File: src/rtl/swin_pkg.sv
package swin_pkg;

    // Window pointer operation codes (R4..R7)
    typedef enum logic [2:0] {
        WOP_NONE = 3'd0,
        WOP_INC  = 3'd1,
        WOP_DEC  = 3'd2,
        WOP_CALL = 3'd3,
        WOP_RET  = 3'd4
    } win_op_e;

endpackage

File: src/rtl/swin_xlate.sv
// Window-relative register number to physical stack address.
module swin_xlate #(
    parameter int AW = 6,
    parameter int RW = 3
) (
    input  logic [AW-1:0] ptr_i,
    input  logic [RW-1:0] idx_i,
    output logic [AW-1:0] phys_o
);
    localparam int PADW = AW - RW;

    // Rn sits n words below the pointer; the subtraction wraps (R10)
    always_comb begin
        phys_o = ptr_i - {{PADW{1'b0}}, idx_i};
    end
endmodule

File: src/rtl/swin_ptr.sv
// Window pointer register with bounds checking ahead of commit.
module swin_ptr
    import swin_pkg::*;
#(
    parameter int AW    = 6,
    parameter int RW    = 3,
    parameter int FLOOR = 0,
    parameter int TOP   = 63
) (
    input  logic          clk_i,
    input  logic          rst_ni,
    input  logic [2:0]    op_i,
    input  logic [RW-1:0] ofs_i,
    output logic [AW-1:0] ptr_o,
    output logic          push_en_o,
    output logic [AW-1:0] push_addr_o,
    output logic          ovf_o,
    output logic          unf_o
);
    localparam int          PADW    = AW + 1 - RW;
    localparam logic [AW:0] TOP_W   = (AW+1)'(TOP);
    localparam logic [AW:0] FLOOR_W = (AW+1)'(FLOOR);

    typedef struct packed {
        logic [AW-1:0] ptr;
        logic          ovf;
        logic          unf;
    } ptr_st_t;

    ptr_st_t     st_d, st_q;
    win_op_e     op;
    logic [AW:0] ptr_w;
    logic [AW:0] drop;
    logic        going_up;
    logic        going_down;
    logic        hit_top;
    logic        hit_floor;

    always_comb begin
        op         = win_op_e'(op_i);
        ptr_w      = {1'b0, st_q.ptr};
        going_up   = (op == WOP_INC) || (op == WOP_CALL);
        going_down = (op == WOP_DEC) || (op == WOP_RET);
        // amount removed: one for a decrement, k+1 for a return
        if (op == WOP_RET) begin
            drop = {{PADW{1'b0}}, ofs_i} + (AW+1)'(1);
        end else begin
            drop = (AW+1)'(1);
        end
        hit_top   = going_up && (ptr_w + (AW+1)'(1) > TOP_W);
        hit_floor = going_down && (ptr_w < FLOOR_W + drop);

        st_d     = st_q;
        st_d.ovf = hit_top;
        st_d.unf = hit_floor;
        if (going_up && !hit_top) begin
            st_d.ptr = st_q.ptr + AW'(1);
        end else if (going_down && !hit_floor) begin
            st_d.ptr = st_q.ptr - drop[AW-1:0];
        end

        push_en_o   = (op == WOP_CALL) && !hit_top;
        push_addr_o = st_q.ptr + AW'(1);
    end

    always_ff @(posedge clk_i) begin
        if (!rst_ni) begin
            st_q <= '{ptr: AW'(FLOOR), ovf: 1'b0, unf: 1'b0};
        end else begin
            st_q <= st_d;
        end
    end

    assign ptr_o = st_q.ptr;
    assign ovf_o = st_q.ovf;
    assign unf_o = st_q.unf;
endmodule

File: src/rtl/swin_store.sv
// Physical stack storage: one register write port, one push port,
// NRP combinational read ports with write-first bypass.
module swin_store #(
    parameter int DEPTH = 64,
    parameter int WIDTH = 16,
    parameter int NRP   = 3,
    parameter int AW    = $clog2(DEPTH)
) (
    input  logic                      clk_i,
    input  logic                      rst_ni,
    input  logic                      wr_en_i,
    input  logic [AW-1:0]             wr_addr_i,
    input  logic [WIDTH-1:0]          wr_data_i,
    input  logic                      push_en_i,
    input  logic [AW-1:0]             push_addr_i,
    input  logic [WIDTH-1:0]          push_data_i,
    input  logic [NRP-1:0][AW-1:0]    rd_addr_i,
    output logic [NRP-1:0][WIDTH-1:0] rd_data_o
);
    logic [WIDTH-1:0] mem_d [DEPTH];
    logic [WIDTH-1:0] mem_q [DEPTH];

    always_comb begin
        mem_d = mem_q;
        if (wr_en_i) begin
            mem_d[wr_addr_i] = wr_data_i;
        end
        // a push never aliases the register write (it lands above R0)
        if (push_en_i) begin
            mem_d[push_addr_i] = push_data_i;
        end
    end

    always_ff @(posedge clk_i) begin
        if (!rst_ni) begin
            for (int i = 0; i < DEPTH; i++) begin
                mem_q[i] <= '0;
            end
        end else begin
            mem_q <= mem_d;
        end
    end

    for (genvar g = 0; g < NRP; g++) begin : g_rd
        always_comb begin
            if (wr_en_i && (wr_addr_i == rd_addr_i[g])) begin
                rd_data_o[g] = wr_data_i;
            end else begin
                rd_data_o[g] = mem_q[rd_addr_i[g]];
            end
        end
    end
endmodule

File: src/rtl/swin_regfile.sv
// Sliding stack window register file: top level.
module swin_regfile #(
    parameter int DEPTH = 64,
    parameter int WIDTH = 16,
    parameter int NREGS = 8,
    parameter int FLOOR = 0
) (
    input  logic                       clk_i,
    input  logic                       rst_ni,
    input  logic [2:0]                 op_i,
    input  logic [$clog2(NREGS)-1:0]   ret_ofs_i,
    input  logic [WIDTH-1:0]           call_addr_i,
    input  logic                       wr_en_i,
    input  logic [$clog2(NREGS)-1:0]   wr_idx_i,
    input  logic [WIDTH-1:0]           wr_data_i,
    input  logic [$clog2(NREGS)-1:0]   rd_a_idx_i,
    output logic [WIDTH-1:0]           rd_a_data_o,
    input  logic [$clog2(NREGS)-1:0]   rd_b_idx_i,
    output logic [WIDTH-1:0]           rd_b_data_o,
    output logic [WIDTH-1:0]           ret_data_o,
    output logic [$clog2(DEPTH)-1:0]   awp_o,
    output logic                       ovf_o,
    output logic                       unf_o
);
    localparam int AW   = $clog2(DEPTH);
    localparam int RW   = $clog2(NREGS);
    localparam int TOP  = DEPTH - 1;
    localparam int NRP  = 3;         // port A, port B, return slot
    localparam int NLK  = NRP + 1;   // plus the write port

    logic [AW-1:0]               ptr;
    logic                        push_en;
    logic [AW-1:0]               push_addr;
    logic [NLK-1:0][RW-1:0]      lk_idx;
    logic [NLK-1:0][AW-1:0]      lk_phys;
    logic [NRP-1:0][AW-1:0]      rd_addr;
    logic [NRP-1:0][WIDTH-1:0]   rd_data;

    swin_ptr #(
        .AW    (AW),
        .RW    (RW),
        .FLOOR (FLOOR),
        .TOP   (TOP)
    ) u_ptr (
        .clk_i       (clk_i),
        .rst_ni      (rst_ni),
        .op_i        (op_i),
        .ofs_i       (ret_ofs_i),
        .ptr_o       (ptr),
        .push_en_o   (push_en),
        .push_addr_o (push_addr),
        .ovf_o       (ovf_o),
        .unf_o       (unf_o)
    );

    assign lk_idx[0] = rd_a_idx_i;
    assign lk_idx[1] = rd_b_idx_i;
    assign lk_idx[2] = ret_ofs_i;
    assign lk_idx[3] = wr_idx_i;

    for (genvar g = 0; g < NLK; g++) begin : g_xl
        swin_xlate #(
            .AW (AW),
            .RW (RW)
        ) u_xl (
            .ptr_i  (ptr),
            .idx_i  (lk_idx[g]),
            .phys_o (lk_phys[g])
        );
    end

    for (genvar g = 0; g < NRP; g++) begin : g_ra
        assign rd_addr[g] = lk_phys[g];
    end

    swin_store #(
        .DEPTH (DEPTH),
        .WIDTH (WIDTH),
        .NRP   (NRP),
        .AW    (AW)
    ) u_store (
        .clk_i       (clk_i),
        .rst_ni      (rst_ni),
        .wr_en_i     (wr_en_i),
        .wr_addr_i   (lk_phys[3]),
        .wr_data_i   (wr_data_i),
        .push_en_i   (push_en),
        .push_addr_i (push_addr),
        .push_data_i (call_addr_i),
        .rd_addr_i   (rd_addr),
        .rd_data_o   (rd_data)
    );

    assign rd_a_data_o = rd_data[0];
    assign rd_b_data_o = rd_data[1];
    assign ret_data_o  = rd_data[2];
    assign awp_o       = ptr;
endmodule

File: config.mk
export PLATFORM = sky130hd
export DESIGN_NAME = swin_regfile
export DESIGN_NICKNAME = d
export VERILOG_FILES = /design/src/rtl/swin_pkg.sv /design/src/rtl/swin_xlate.sv /design/src/rtl/swin_ptr.sv /design/src/rtl/swin_store.sv /design/src/rtl/swin_regfile.sv
export SDC_FILE = /design/constraint.sdc
export NUM_CORES = 2
export LEC_CHECK = 0
export BUFFER_PORTS_ARGS = -buffer_cell sky130_fd_sc_hd__buf_4
export CAP_MARGIN = 10
export CORE_UTILIZATION = 30
export DETAILED_ROUTE_END_ITERATION = 8
export PLACE_DENSITY = 0.47
export SLEW_MARGIN = 20
export SYNTH_ARGS = -nofsm -noshare
export SYNTH_HDL_FRONTEND = slang
export SYNTH_HIERARCHICAL = 1
export SYNTH_SLANG_ARGS = --single-unit
File: constraint.sdc
create_clock -name clk_i -period 3.9 [get_ports clk_i]
set_input_delay 0.585 -clock clk_i [delete_from_list [all_inputs] [get_ports clk_i]]
set_output_delay 0.585 -clock clk_i [all_outputs]
set_load 0.005 [all_outputs]
==> run summary <==
Global route
- 593 mm — global-route wire length before repair
- 31 — number of antenna violations at the first check in global routing
- 112 — pin count of the biggest net entering global routing
- 0 — total gr overflow
- 32.8% — gr usage total
- 71008 — vias in the first global route

Min path
- u_ptr/unf_o — Worst Hold Path EP
- 4 — number of cells on the worst hold path
- op_i[0] — critical hold path startpoint
- input port to register — worst min path class

Timing
- 0.0487 ns — final worst clock skew
- yes — RSZ-0062 raised after global routing
- 48 — Final Setup Violations
- 1.32 ns — slew at the pin with the worst max-slew slack
- 5.29 ns — minimum clock period
- 189 MHz — achievable frequency
- 12.1% — worst max-slew margin expressed relative to the limit
- 0.141 ns — Final Hold Slack
- -1.39 ns — worst setup margin
- -55.54 ns — post-route setup TNS
- 0 — final slew viol count
- 0 — total count of hold-check failures in the final report
- 136% — final period utilization

Clock network
- 3 — maximum buffer depth of the clock tree
- 0.84 ns — clk_lat worst skew
- yes — TritonCTS clock tree
- 4 — level count of the clock H-tree
- 0.06 ns — clock-pin slew reported for the worst setup and hold paths after clock tree synthesis
- 1032 — number of sinks driven by the clock tree
- 0 — hold_buf cts
- clkbuf_16 — Root Buffer
- 140 — Num CTS Buffers

Logic synthesis
- nand2_1 — most common cell in the netlist
- dfxtp_1, mux4_2, mux2i_1 — top cells by area, synth
- dfxtp_1 — post-synthesis cell type with the largest combined area
- 76300 um^2 — cell area after synthesis
- 27.1% — area share of the leading cell type in the synthesized netlist
- 9.60 um^2 — mean instance size in the synthesized netlist
- 7943 — number of instances in the synthesized netlist
- 6 — yosys synthesis warning count
- 27.1% — sequential-to-total area share from yosys stat
- 0 — number of flops mapped to enable cells by yosys
- 8017 — net count after synthesis
- 1032 — synthesized flop and latch total
- nand2_1, mux2i_1, dfxtp_1 — top cells by count, synth
- 82 — number of unique standard cell types used by synthesis
- dfxtp_1 — Top FF cell, synth
- 0% — async set-reset flop share out of synthesis

Floorplanning
- 506 um — horizontal die dimension
- 506 um — die height
- 30.3% — Starting Density
- 106 — Top Ports
- 252000 um^2 — core area
- 256000 um^2 — floorplan die area
- 184 — standard-cell row count

Worst setup path
- u_store/mem_q[313] — worst reg2reg endpoint
- buffers and inverters — critical path's top delay family
- primary output — Worst Setup End Kind
- register — crit path launch type
- mux4_2 — cell type of the slowest stage on the worst timing path
- 3.31 ns — WP data required
- 4.71 ns — arrival time of the worst setup path
- 0.52 ns — peak per-stage delay on the critical path
- buf_6 > inv_4 > ha_4 > fa_2 > buf_6 > xnor2_4 > buf_12 > buf_12 > buf_8 > mux4_2 > a22oi_2 > buf_4 > o2111ai_2 > a22oi_2 > buf_6 > nand3_4 > buf_6 — critical path cell sequence
- 19 — logic depth of the worst register-to-register path
- 5 — CP max FO
- buf_6 — most common cell type on the critical path
- register to primary output — Worst Path Class, Setup
- 0.12 ns — flop2flop setup slack
- 9 — buffers plus inverters on the worst setup path
- u_ptr/ptr_o[0] — critical register-to-register path startpoint

Placed design
- -1.66 ns — setup slack at placement
- 1.03 — weighted congestion at the end of routability-driven global placement
- 87500 um^2 — DP Area
- 298 mm — total half-perimeter wirelength after legalization and detailed placement
- 105 — Port Buf Inserts

Final layout
- 30.4% — fraction of layout instances using a drive strength above 1
- 29.4% — area added between synthesis and finish
- 98700 um^2 — area of all placed cells without fillers
- 8451 — number of nets in the finished design

Status
- finished, violations left — run status
- setup timing — failing checks

Route
- 6.41 — routed via count divided by cell count
- 436 mm — wire length after detailed routing
- 0 — Antenna Violating Nets Remaining
- 36.8 um — wire per inst
- 75986 — Vias
- 6 — Detailed Routing Iterations Pass 1
- 10129 — violation count after the first detailed-routing iteration
- 0 — detailed-route DRC error count

Flow run
- 0 — max_cap viols

Power and ir drop
- 681 nW/um^2 — ratio of total power to cell area
- 67200 uW — Overall Power
- 0.567 mV — VDD IR max
- 0.0490 uW — Leakage

-- report_power, final --
group          internal [uW]  leakage [uW]  switching (uW)
Clock                   8250       0.00236            5700
Combinational          18800        0.0383           23200
Sequential             10900       0.00832             428
Total                  37900        0.0490           29300
-- cell usage in the layout, fill, tap and decap left out, types with 21 or more instances in the layout --
| cell type | n |
|---|---|
| nand2_1 | 1248 |
| mux2i_1 | 1141 |
| dfxtp_1 | 1029 |
| o211a_1 | 1026 |
| buf_4 | 826 |
| nand3_1 | 800 |
| mux4_2 | 555 |
| buf_12 | 267 |
| clkbuf_16 | 156 |
| a22oi_1 | 156 |
| buf_6 | 142 |
| a21oi_1 | 69 |
| o211ai_1 | 55 |
| nor2b_1 | 52 |
| a22oi_2 | 39 |
| mux2_2 | 36 |
| buf_8 | 33 |
| buf_16 | 31 |
| clkbuf_1 | 29 |
| mux2i_2 | 29 |
| nor2_1 | 27 |
| a211oi_1 | 25 |
| nor2_4 | 24 |
| a22o_1 | 24 |
| nand3_4 | 24 |
| clkinv_2 | 23 |
| nand3_2 | 23 |
| clkbuf_8 | 21 |
-- routing by layer --
metal / up-vias / part of all wire [%] / global-route usage [%]
met5: - / 0.014 / 0
met4: 8 / 7.5 / 20.9
met3: 1038 / 10 / 7.99
met2: 4764 / 43 / 49.5
met1: 39001 / 39 / 41.7
li1: 31175 / - / -
-- state kept, by name, indices dropped and copies added (netlist names) --
name and cells:
u_ptr/ovf_o 1, u_ptr/ptr_o 6, u_ptr/unf_o 1, u_store/mem_q 1024
-- kinds of logic (layout without fill, tap and decap cells) --
group,Yosys count,after routing,share of synthesized area [%]
AND/OR/NAND/NOR,2379,2379,14.1
multiplexers,1784,1784,32.6
AO/OA/AOI/OAI,1630,1630,19.2
buffers and inverters,1057,1603,6.18
flip-flops,1032,1032,27.1
XOR/XNOR,37,37,0.425
adder cells (fa/ha/maj),24,24,0.443
other,0,14,0
-- worst reg2reg max path, delay by kind of cell, from the launching register on --
| family | cells | cell delay (ns) |
|---|---|---|
| buf+inv | 10 | 1.55 |
| simple gates | 4 | 0.73 |
| fa+ha+maj | 2 | 0.50 |
| flops | 1 | 0.36 |
| compound gates | 2 | 0.27 |
| xor+xnor | 1 | 0.22 |
-- final cells by class --
type | instances | area, um^2
Fill cell | 24525 | 153000
Multi-Input combinational cell | 5854 | 53900
Sequential cell | 1032 | 20700
Timing Repair Buffer | 1313 | 14900
Tap cell | 3348 | 4190
Clock buffer | 195 | 4030
Clock inverter | 59 | 821
Inverter | 36 | 181
Antenna cell | 14 | 35.0
-- metrics by stage --
stage | utilization, % | cells
after floorplan | - | 7943
after global placement | 34.7 | 11390
after detailed placement | 34.7 | 11391
after CTS | 38.3 | 11775
after global routing | 39.1 | 11846
final | 39.1 | 11851
-- worst max-delay path by stage --
stage | from | end | slack [ns] | cells after the start
after floorplan | u_ptr/ptr_o[0] | rd_a_data_o[0] | 0.07 | 13
after global placement | rd_a_idx_i[0] | rd_a_data_o[10] | -1.94 | 16
after detailed placement | rd_a_idx_i[0] | rd_a_data_o[10] | -1.66 | 16
after CTS | u_ptr/ptr_o[0] | ret_data_o[6] | -1.33 | 19
after global routing | u_ptr/ptr_o[0] | rd_a_data_o[7] | -1.37 | 18
final | u_ptr/ptr_o[0] | ret_data_o[4] | -1.39 | 17
-- what timing repair did --
action	in CTS	in global routing
resized for setup	531	316
endpoints found under the hold margin	0	0
buffers inserted	119	97
pin swaps	143	179
gates cloned	23	10
endpoints found under the setup margin	48	48
No activity file was read; power rests on OpenSTA's default activity.
